$ cat src/rtl/ppc_pkg.sv
package ppc_pkg;

  typedef enum logic [1:0] {
    PS_OFF   = 2'd0,
    PS_ON    = 2'd1,
    PS_FAULT = 2'd2
  } pwr_state_e;

endpackage

$ cat src/rtl/ppc_rst_sync.sv
module ppc_rst_sync (
  input  logic clk,
  input  logic rst_n,
  output logic rst_n_sync_o
);

  logic [1:0] stage_q;

  always_ff @(posedge clk or negedge rst_n) begin
    if (!rst_n) begin
      stage_q <= 2'b00;
    end else begin
      stage_q <= {stage_q[0], 1'b1};
    end
  end

  assign rst_n_sync_o = stage_q[1];

endmodule

$ cat src/rtl/ppc_oc_filter.sv
module ppc_oc_filter #(
  parameter int FILT_CYCLES = 16
) (
  input  logic clk,
  input  logic rst_n,
  input  logic oc_n_i,
  output logic fault_o
);

  localparam int CNT_W = $clog2(FILT_CYCLES + 1);
  localparam logic [CNT_W-1:0] CNT_MAX = CNT_W'(FILT_CYCLES);

  logic [1:0]       sync_q;
  logic             active;
  logic [CNT_W-1:0] cnt_q;
  logic [CNT_W-1:0] cnt_d;
  logic             cnt_en;

  // two-flop synchronizer, resets to the idle (high) level
  always_ff @(posedge clk or negedge rst_n) begin
    if (!rst_n) begin
      sync_q <= 2'b11;
    end else begin
      sync_q <= {sync_q[0], oc_n_i};
    end
  end

  assign active = ~sync_q[1];

  always_comb begin
    cnt_en = 1'b0;
    cnt_d  = cnt_q;
    if (!active) begin
      cnt_en = (cnt_q != '0);
      cnt_d  = '0;
    end else if (cnt_q != CNT_MAX) begin
      cnt_en = 1'b1;
      cnt_d  = cnt_q + 1'b1;
    end
  end

  always_ff @(posedge clk or negedge rst_n) begin
    if (!rst_n) begin
      cnt_q <= '0;
    end else if (cnt_en) begin
      cnt_q <= cnt_d;
    end
  end

  assign fault_o = (cnt_q == CNT_MAX);

  AST_CNT_BOUNDED: assert property (@(posedge clk) disable iff (!rst_n)
    cnt_q <= CNT_MAX);

  AST_FAULT_NEEDS_LOW: assert property (@(posedge clk) disable iff (!rst_n)
    $rose(fault_o) |-> $past(active));

endmodule

$ cat src/rtl/ppc_port_fsm.sv
module ppc_port_fsm
  import ppc_pkg::*;
(
  input  logic clk,
  input  logic rst_n,
  input  logic on_req_i,
  input  logic off_req_i,
  input  logic fault_i,
  output logic pwr_en_o
);

  pwr_state_e state_q;
  pwr_state_e state_d;

  always_comb begin
    state_d = state_q;
    unique case (state_q)
      PS_OFF: begin
        if (fault_i) begin
          state_d = PS_FAULT;
        end else if (on_req_i && !off_req_i) begin
          state_d = PS_ON;
        end
      end
      PS_ON: begin
        if (fault_i) begin
          state_d = PS_FAULT;
        end else if (off_req_i) begin
          state_d = PS_OFF;
        end
      end
      PS_FAULT: begin
        if (!fault_i) begin
          state_d = PS_OFF;
        end
      end
      default: state_d = PS_OFF;
    endcase
  end

  always_ff @(posedge clk or negedge rst_n) begin
    if (!rst_n) begin
      state_q <= PS_OFF;
    end else begin
      state_q <= state_d;
    end
  end

  assign pwr_en_o = (state_q == PS_ON);

  AST_FAULT_CUTS_POWER: assert property (@(posedge clk) disable iff (!rst_n)
    fault_i |=> !pwr_en_o);

  AST_ON_NEEDS_REQ: assert property (@(posedge clk) disable iff (!rst_n)
    $rose(pwr_en_o) |-> ($past(on_req_i) && !$past(off_req_i)));

  AST_OFF_REQ_WINS: assert property (@(posedge clk) disable iff (!rst_n)
    off_req_i |=> !pwr_en_o);

  AST_FAULT_NO_RESTART: assert property (@(posedge clk) disable iff (!rst_n)
    (state_q == PS_FAULT) |=> !pwr_en_o);

endmodule

$ cat src/rtl/ppc_oc_status.sv
module ppc_oc_status #(
  parameter int NPORTS = 7
) (
  input  logic              clk,
  input  logic              rst_n,
  input  logic [NPORTS-1:0] set_i,
  input  logic              clr_i,
  output logic [NPORTS-1:0] status_o
);

  logic [NPORTS-1:0] st_q;
  logic [NPORTS-1:0] st_d;
  logic              st_en;

  always_comb begin
    st_en = clr_i || (set_i != '0);
    st_d  = set_i | (st_q & {NPORTS{~clr_i}});
  end

  always_ff @(posedge clk or negedge rst_n) begin
    if (!rst_n) begin
      st_q <= '0;
    end else if (st_en) begin
      st_q <= st_d;
    end
  end

  assign status_o = st_q;

  AST_STATUS_STICKY: assert property (@(posedge clk) disable iff (!rst_n)
    !clr_i |=> ((st_q & $past(st_q)) == $past(st_q)));

  AST_SET_WINS: assert property (@(posedge clk) disable iff (!rst_n)
    (set_i != '0) |=> ((st_q & $past(set_i)) == $past(set_i)));

  AST_CLEAR_ONLY_SET: assert property (@(posedge clk) disable iff (!rst_n)
    (clr_i && set_i == '0) |=> (st_q == '0));

endmodule

$ cat src/rtl/port_power_ctl.sv
module port_power_ctl #(
  parameter int NPORTS      = 7,
  parameter int FILT_CYCLES = 16
) (
  input  logic              clk,
  input  logic              rst_n,
  input  logic              ganged_i,
  input  logic [NPORTS-1:0] pwr_on_req_i,
  input  logic [NPORTS-1:0] pwr_off_req_i,
  input  logic [NPORTS-1:0] oc_n_i,
  input  logic              oc_clr_i,
  output logic [NPORTS-1:0] pwr_en_o,
  output logic [NPORTS-1:0] oc_status_o
);

  logic              rst_n_int;
  logic [NPORTS-1:0] flt_raw;
  logic [NPORTS-1:0] grp_flt;
  logic [NPORTS-1:0] grp_on;
  logic [NPORTS-1:0] grp_off;

  ppc_rst_sync i_rst_sync (
    .clk          (clk),
    .rst_n        (rst_n),
    .rst_n_sync_o (rst_n_int)
  );

  for (genvar p = 0; p < NPORTS; p++) begin : g_filt
    ppc_oc_filter #(
      .FILT_CYCLES (FILT_CYCLES)
    ) i_filt (
      .clk     (clk),
      .rst_n   (rst_n_int),
      .oc_n_i  (oc_n_i[p]),
      .fault_o (flt_raw[p])
    );
  end

  // mode selection: grouped mode broadcasts any bit to every port
  always_comb begin
    if (ganged_i) begin
      grp_flt = {NPORTS{|flt_raw}};
      grp_on  = {NPORTS{|pwr_on_req_i}};
      grp_off = {NPORTS{|pwr_off_req_i}};
    end else begin
      grp_flt = flt_raw;
      grp_on  = pwr_on_req_i;
      grp_off = pwr_off_req_i;
    end
  end

  for (genvar p = 0; p < NPORTS; p++) begin : g_port
    ppc_port_fsm i_fsm (
      .clk       (clk),
      .rst_n     (rst_n_int),
      .on_req_i  (grp_on[p]),
      .off_req_i (grp_off[p]),
      .fault_i   (grp_flt[p]),
      .pwr_en_o  (pwr_en_o[p])
    );
  end

  ppc_oc_status #(
    .NPORTS (NPORTS)
  ) i_status (
    .clk      (clk),
    .rst_n    (rst_n_int),
    .set_i    (grp_flt),
    .clr_i    (oc_clr_i),
    .status_o (oc_status_o)
  );

  AST_GANG_FAULT_ALL_OFF: assert property (@(posedge clk) disable iff (!rst_n_int)
    (ganged_i && (flt_raw != '0)) |=> (pwr_en_o == '0));

  AST_GANG_FAULT_ALL_FLAGGED: assert property (@(posedge clk) disable iff (!rst_n_int)
    (ganged_i && (flt_raw != '0)) |=> (&oc_status_o));

  AST_GANG_OFF_ALL: assert property (@(posedge clk) disable iff (!rst_n_int)
    (ganged_i && (pwr_off_req_i != '0)) |=> (pwr_en_o == '0));

  AST_INDEP_FAULT_LOCAL: assert property (@(posedge clk) disable iff (!rst_n_int)
    (!ganged_i && (flt_raw == '0) && (pwr_off_req_i == '0))
      |=> ((pwr_en_o & $past(pwr_en_o)) == $past(pwr_en_o)));

  AST_RESET_QUIET: assert property (@(posedge clk)
    !rst_n_int |-> (pwr_en_o == '0 && oc_status_o == '0));

endmodule

$ cat config.mk
export PLATFORM = sky130hd
export DESIGN_NAME = port_power_ctl
export DESIGN_NICKNAME = d
export VERILOG_FILES = /design/src/rtl/ppc_pkg.sv /design/src/rtl/ppc_rst_sync.sv /design/src/rtl/ppc_oc_filter.sv /design/src/rtl/ppc_port_fsm.sv /design/src/rtl/ppc_oc_status.sv /design/src/rtl/port_power_ctl.sv
export SDC_FILE = /design/constraint.sdc
export NUM_CORES = 1
export LEC_CHECK = 0
export BUFFER_PORTS_ARGS = -buffer_cell sky130_fd_sc_hd__buf_2
export CELL_PAD_IN_SITES_DETAIL_PLACEMENT = 1
export CELL_PAD_IN_SITES_GLOBAL_PLACEMENT = 1
export CORE_MARGIN = 8
export CORE_UTILIZATION = 24
export CTS_CLUSTER_DIAMETER = 200
export CTS_CLUSTER_SIZE = 28
export DETAILED_ROUTE_END_ITERATION = 6
export PLACE_DENSITY = 0.52
export SLEW_MARGIN = 10
export SYNTH_ARGS = -nofsm -noshare
export SYNTH_HDL_FRONTEND = slang
export SYNTH_SLANG_ARGS = --single-unit
$ cat constraint.sdc
create_clock -name clk -period 2.3 [get_ports clk]
set_clock_uncertainty 0.2 [all_clocks]
set_input_delay 0.46 -clock clk [delete_from_list [all_inputs] [get_ports clk]]
set_output_delay 0.46 -clock clk [all_outputs]
set_load 0.1 [all_outputs]
==> results of run 1 <==
-- cell usage in the layout (no fill, tap or decap), types with 4 or more instances in the layout --
| cell type | synthesis | final |
|---|---|---|
| nor2b_1 | 7 | 7 |
| o21ai_0 | 7 | 7 |
| clkbuf_16 | 0 | 9 |
| buf_2 | 2 | 38 |
| nor3_1 | 10 | 10 |
| buf_4 | 7 | 21 |
| xor2_1 | 20 | 20 |
| o22ai_1 | 10 | 10 |
| dfrtp_1 | 58 | 57 |
| inv_1 | 24 | 24 |
| nand3_1 | 16 | 16 |
| nor2_1 | 37 | 37 |
| nand2_1 | 10 | 10 |
| a21oi_1 | 6 | 6 |
| dfstp_2 | 14 | 14 |
| o32ai_1 | 4 | 4 |
| xnor2_1 | 7 | 7 |
| nand4_1 | 7 | 7 |
| and4bb_2 | 4 | 4 |
| ha_1 | 14 | 14 |
| a211oi_1 | 5 | 5 |
| mux2i_1 | 4 | 4 |
-- worst min path at each step --
| stage | from | end | slack, ns | cells after the start |
|---|---|---|---|---|
| 5_1_grt | oc_n_i[6] | g_filt[6].i_filt.sync_q[0] | 0.006 | 1 |
| 6_report | oc_n_i[6] | g_filt[6].i_filt.sync_q[0] | 0.02 | 1 |
| 4_1_cts | oc_n_i[3] | g_filt[3].i_filt.sync_q[0] | 0.0003 | 1 |
| 3_3_place_gp | rst_n | i_rst_sync.stage_q[0] | 0.05 | 1 |
| 3_5_place_dp | rst_n | i_rst_sync.stage_q[0] | 0.05 | 1 |
| 2_1_floorplan | rst_n | i_rst_sync.stage_q[0] | -0.04 | 0 |
-- sequential cells by signal (all words and copies together), names as in the netlist --
register              cells
g_port.i_fsm.state_q     14
g_filt.i_filt.sync_q     14
i_status.status_o         7
i_rst_sync.stage_q        2
g_filt.i_filt.cnt_q      35
-- per-layer routing --
layer / wire, um / vias to the layer above / global-route usage (%)
li1: - / 1224 / -
met1: 3810 / 1242 / 11.4
met2: 3940 / 39 / 15.6
met3: 324 / 18 / 2.72
met4: 273 / 0 / 6.28
met5: 0 / - / 0
-- layout make-up --
type / instances / area share [%]
Clock inverter: 5 / 1.82
Clock buffer: 11 / 5.82
Sequential cell: 72 / 41.9
Inverter: 24 / 2.07
Tap cell: 184 / 5.30
Timing Repair Buffer: 63 / 9.16
Multi-Input combinational cell: 205 / 33.9
-- metrics by stage --
step	cell area [um^2]	cells	util (%)	setup WS, ns	hold slack [ns]
6_report	4340	564	30.2	0.165	0.0207
5_1_grt	4340	564	30.2	0.0164	0.00585
4_1_cts	4320	563	30.0	0.0843	0.000322
3_5_place_dp	3960	544	27.5	0.0779	0.0473
3_3_place_gp	3960	544	27.5	0.134	0.0453
2_1_floorplan	3490	320	-	0.234	-0.0356
-- power by group --
part | switching, W | internal [W]
clock | 0.000528 | 0.00101
sequential | 0.000161 | 0.00146
combinational | 0.000591 | 0.000465
total | 0.00128 | 0.00293
-- cells in the mapped netlist, types with 10 or more instances --
cell | instances | area share (%)
nand3_1 | 16 | 2.3
ha_1 | 14 | 5.0
nand2_1 | 10 | 1.1
nor3_1 | 10 | 1.4
xor2_1 | 20 | 5.0
nor2_1 | 37 | 4.0
dfrtp_1 | 58 | 42
o22ai_1 | 10 | 1.8
dfstp_2 | 14 | 11
inv_1 | 24 | 2.6
-- worst max-delay path: cells and delay by family (launching register included) --
family	cells	cell delay [ns]
buffers and inverters	3	0.44
DFF	1	0.37
adders and majority gates	1	0.19
and+or+nand+nor	3	0.57
AOI/OAI and AO/OA	1	0.25
-- cells by family after synthesis --
logic type,after synthesis,share of synthesized area [%]
and+or+nand+nor,107,17.5
xor gates and xnor gates,27,6.78
AOI/OAI and AO/OA,52,11.2
other,1,0.108
adders and majority gates,14,5.03
muxes,4,1.15
DFF,72,52.2
buffers and inverters,43,6.10
-- what timing repair did --
| item | in CTS | in global routing |
|---|---|---|
| resized for setup | 0 | 3 |
| endpoints found under the setup margin | 0 | 8 |
| setup buffers | 0 | 1 |
| hold buffers | 3 | 0 |
| hold endpoints to repair | 4 | 0 |
==> flow_summary_export.csv, run 1 <==
group,metric,value,unit
status,status,"finished clean",
sta,fin_crit_sh,92.8,%
worst_setup_path,crit_fanout,10,
final_layout,drive_above_1_share,28.2,%
global_routing,grt_overflow,0,
synthesis,syn-instance-count,320,
worst_setup_path,endpoint,"g_port[5].i_fsm.state_q[0]",
worst_setup_path,cp.required,2.32,ns
final_layout,area_growth,24.6,%
drt,first_iter_violations,85,
pwr,power,0.00421,W
synthesis,avgSynthCellArea,10.9,um^2
final_layout,fillers,1586,
drt,antenna_left,0,
global_routing,grt_pass1_vias,2745,
floorplan,start_util,24.3,%
sta,grt_setup_unrepaired,"false",
synthesis,synth_async_sr_flop_share,100,%
clock_network,cts_sinks,72,
synthesis,syn-cell-area,3490,um^2
synthesis,synth_warnings,0,
floorplan,core_area,14400,um^2
drt,vias,2523,
synthesis,synth-edff-count,0,
clock_network,cts_max_level,3,
drt,dr.pass1.iters,4,
global_routing,grt_max_degree,71,
worst_setup_path,cp-end-kind,"register",
synthesis,synth_seq_cells,72,
global_routing,antenna_found_initial,0,
synthesis,synth_ff_type,"dfrtp_1",
pwr,powerDensity,969,nW/um^2
floorplan,boundaryPins,39,
sta,slew_viol_final,0,
final_layout,diodes,0,
worst_setup_path,arrival,2.15,ns
worst_setup_path,timing.rr.start,"g_filt[4].i_filt.cnt_q[0]",
worst_setup_path,r2r_setup_slack,0.16,ns
worst_setup_path,critical-path-max-stage-delay,0.37,ns
pwr,power.leakage,1.96,nW
floorplan,dieWidth,137,um
drt,wl,8340,um
synthesis,yosysUniqueCellTypes,46,
clock_network,cts_inserted_buffers,9,
final_layout,multi_input_area,1470,um^2
pwr,ir_drop,0.292,mV
worst_setup_path,cp-startpoint,"g_filt[4].i_filt.cnt_q[0]",
worst_setup_path,r2r-end,"g_port[5].i_fsm.state_q[0]",
final_layout,register_area,1820,um^2
drt,wl_per_cell,14.8,um
clock_network,clk_pin_slew,0.06,ns
sta,tns,0,ns
synthesis,syn_nets,359,
placement,port_buffers,38,
global_routing,grt_use_total,9.77,%
worst_setup_path,cpMostUsedCell,"buf_4",
drt,drc,0,
worst_setup_path,cp_cell_sequence,"inv_1 -> ha_1 -> nor4bb_2 -> buf_4 -> nor4_4 -> and2_1 -> buf_4 -> o2111a_1",
clock_network,cts_root_buf,"clkbuf_16",
worst_setup_path,startpoint_type,"register",
placement,gp_congestion,0.765,
sta,setup_viol,0,
floorplan,rows,44,
clock_network,clk_latency,0.33,ns
final_layout,fin_nets,414,
worst_setup_path,critPathKind,"register to register",
run,cap_viol_max_count,0,
clock_network,clock_path_buffers,2,
placement,dpl.hpwl,6160,um
worst_setup_path,worstRegToRegCells,8,
global_routing,grt_pass1_wl,14000,um
sta,fmax,468,MHz
sta,period_minus_slack,2.14,ns
hold_path,hold_path_class,"input pin to register",
clock_network,cts_tree,"yes",
floorplan,die_area,18600,um^2
floorplan,die_h,137,um
drt,viasPerCell,4.47,
synthesis,ys_seq_area_share,52.2,%
worst_setup_path,slowest_stage,"dfrtp_1",
sta,hold_violations,0,
(Power assumes the default switching activity.)
==> inputs of run 2 (changes only) <==
--- a/config.mk
+++ b/config.mk
@@ -9,11 +9,11 @@
 export CELL_PAD_IN_SITES_DETAIL_PLACEMENT = 1
 export CELL_PAD_IN_SITES_GLOBAL_PLACEMENT = 1
 export CORE_MARGIN = 8
-export CORE_UTILIZATION = 24
+export CORE_UTILIZATION = 40
 export CTS_CLUSTER_DIAMETER = 200
 export CTS_CLUSTER_SIZE = 28
 export DETAILED_ROUTE_END_ITERATION = 6
-export PLACE_DENSITY = 0.52
+export PLACE_DENSITY = 0.77
 export SLEW_MARGIN = 10
 export SYNTH_ARGS = -nofsm -noshare
 export SYNTH_HDL_FRONTEND = slang
==> run 2 against run 1 <==
  * Count of clock-buffer cells in the layout fell by 1
  * Combinational power fell by 4%
  * Total power fell by 10%
  * First-iteration DRC count rose by 47%
  * Critical path type unchanged
  * Hold slack got worse by 0.0015 ns
  * Wire length fell by 3.9%
  * Sequential share of layout area rose by 1.8 points
  * Final area fell by 4.1%
==> flow_summary_export.csv, run 2 (same netlist as run 1, synthesis figures left out) <==
group,metric,value,unit
status,status,"finished clean",
global_routing,grt_overflow,0,
final_layout,register_area,1820,um^2
drt,dr_wl_met2,3880,um
clock_network,cts_tree,"yes",
worst_setup_path,cp_cell_sequence,"inv_1 -> ha_1 -> nor4bb_2 -> buf_4 -> nor4_4 -> and2_1 -> buf_12 -> o2111a_1",
global_routing,antenna_found_initial,1,
sta,fin_crit_sh,93.8,%
worst_setup_path,cp.required,2.33,ns
floorplan,die_h,109,um
final_layout,largest_register_ffs,35,
floorplan,die_area,12000,um^2
clock_network,clk_pin_slew,0.08,ns
hold_path,min_to,"g_filt[0].i_filt.sync_q[0]",
floorplan,start_util,40.6,%
final_layout,final_common_cell,"dfrtp_1",
final_layout,top_register,"g_filt.i_filt.cnt_q",
final_layout,multi_input_area,1470,um^2
drt,viasPerCell,5.16,
floorplan,boundaryPins,39,
floorplan,core_area,8590,um^2
worst_setup_path,cp-end-kind,"register",
drt,maxUsedRoutingLayer,"met4",
global_routing,grt_pass1_vias,2803,
worst_setup_path,r2r_setup_slack,0.14,ns
final_layout,mostFrequentLayoutCells,"55 x dfrtp_1, 38 x buf_2, 37 x nor2_1",
global_routing,grt_use_total,14.4,%
global_routing,grt_max_degree,71,
final_layout,largest_registers,"g_filt.i_filt.cnt_q (35), g_filt.i_filt.sync_q (14), g_port.i_fsm.state_q (14)",
clock_network,cts_inserted_buffers,9,
worst_setup_path,r2r-end,"g_port[5].i_fsm.state_q[0]",
worst_setup_path,critPathKind,"register to register",
pwr,power.leakage,1.91,nW
clock_network,cts_setup_buffers,0,
drt,met1Wirelength,3620,um
worst_setup_path,worstRegToRegCells,8,
run,cap_viol_max_count,0,
final_layout,final-instance-count-excl-fill,490,
worst_setup_path,crit_fanout,12,
placement,dpl.hpwl,5870,um
drt,first_iter_violations,125,
drt,dr.pass1.iters,4,
placement,gp_congestion,0.826,
hold_path,hold_path_class,"input pin to register",
hold_path,hp-start,"oc_n_i[0]",
final_layout,drive_above_1_share,27.6,%
final_layout,fillers,978,
drt,wl_per_cell,16.4,um
floorplan,rows,34,
sta,tns,0,ns
sta,hold_violations,0,
worst_setup_path,critical-path-max-stage-delay,0.39,ns
sta,slew_viol_final,0,
worst_setup_path,arrival,2.19,ns
sta,fmax,464,MHz
clock_network,cts_sinks,72,
sta,setup_viol,0,
floorplan,dieWidth,109,um
sta,grt_setup_unrepaired,"false",
drt,wl,8020,um
placement,port_buffers,38,
drt,drc,0,
placement,dp.cells,466,
pwr,powerDensity,907,nW/um^2
clock_network,cts_max_level,3,
hold_path,whs_path_depth,1,
clock_network,clock_path_buffers,2,
clock_network,clk_latency,0.35,ns
drt,dr_wl_met3,349,um
sta,period_minus_slack,2.16,ns
placement,pre_cts_slack,0.0851,ns
sta,layout_setup_ws,0.143,ns
pwr,ir_drop,0.384,mV
final_layout,fin_nets,415,
drt,vias,2527,
drt,antenna_left,0,
worst_setup_path,timing.rr.start,"g_filt[4].i_filt.cnt_q[0]",
clock_network,cts_root_buf,"clkbuf_8",
worst_setup_path,slowest_stage,"dfrtp_1",
global_routing,grt_pass1_wl,13400,um
worst_setup_path,startpoint_type,"register",
final_layout,area_growth,19.5,%
-- run 2: worst max-delay path by stage --
stage                                       endpoint                      start  depth (start not counted)  slack, ns
after floorplan                 i_status.status_o[4]  g_filt[2].i_filt.cnt_q[0]                          9       0.23
after global placement    g_port[0].i_fsm.state_q[0]           pwr_off_req_i[3]                          5       0.16
after detailed placement  g_port[1].i_fsm.state_q[0]           pwr_off_req_i[3]                          5       0.09
after CTS                 g_port[6].i_fsm.state_q[0]  g_filt[0].i_filt.cnt_q[0]                          8       0.09
after global routing      g_port[2].i_fsm.state_q[0]  g_filt[3].i_filt.cnt_q[0]                          7       0.04
final                     g_port[5].i_fsm.state_q[0]  g_filt[4].i_filt.cnt_q[0]                          8       0.14
-- run 2: cell type report --
type	count	area share [%]
flip-flops and latches	72	43.8
multi-input cells	205	35.2
diodes	1	0.0601
clock inverters	6	1.98
repair buffers	64	10.3
clock buffers	10	3.30
inverters	24	2.16
well taps	108	3.24
-- run 2: power by group --
group	total (W)	internal (W)	switching, W
Clock	0.00112	0.000635	0.000481
Sequential	0.00164	0.00146	0.000187
Combinational	0.00102	0.000447	0.000574
-- run 2: stage by stage --
step | util [%] | cell area, um^2 | hold slack [ns] | power, W
final | 48.5 | 4170 | 0.0192 | 0.00378
after global routing | 48.5 | 4170 | 0.00148 | 0.00403
after CTS | 48.3 | 4150 | 0.000111 | 0.00383
after detailed placement | 44.9 | 3860 | 0.0467 | 0.00268
after global placement | 44.9 | 3860 | 0.0456 | 0.00260
after floorplan | - | 3490 | -0.0356 | 0.00235
-- run 2: repair_timing --
| action | in CTS | in global routing |
|---|---|---|
| setup endpoints to repair | 0 | 2 |
| endpoints found under the hold margin | 8 | 0 |
| hold buffers | 7 | 0 |
| gates resized for setup | 0 | 4 |
-- run 2: worst max-delay path, delay by kind of cell, from the launching register on --
kind | cells | cell delay [ns]
flops | 1 | 0.39
compound gates | 1 | 0.24
fa+ha+maj | 1 | 0.19
simple gates | 3 | 0.60
buf+inv | 3 | 0.43
-- run 2: metal layers --
metal,global-route usage [%],vias up
met3,2.99,14
met1,18.3,1251
li1,-,1217
met2,22.5,45
met5,0,-
met4,8.10,0
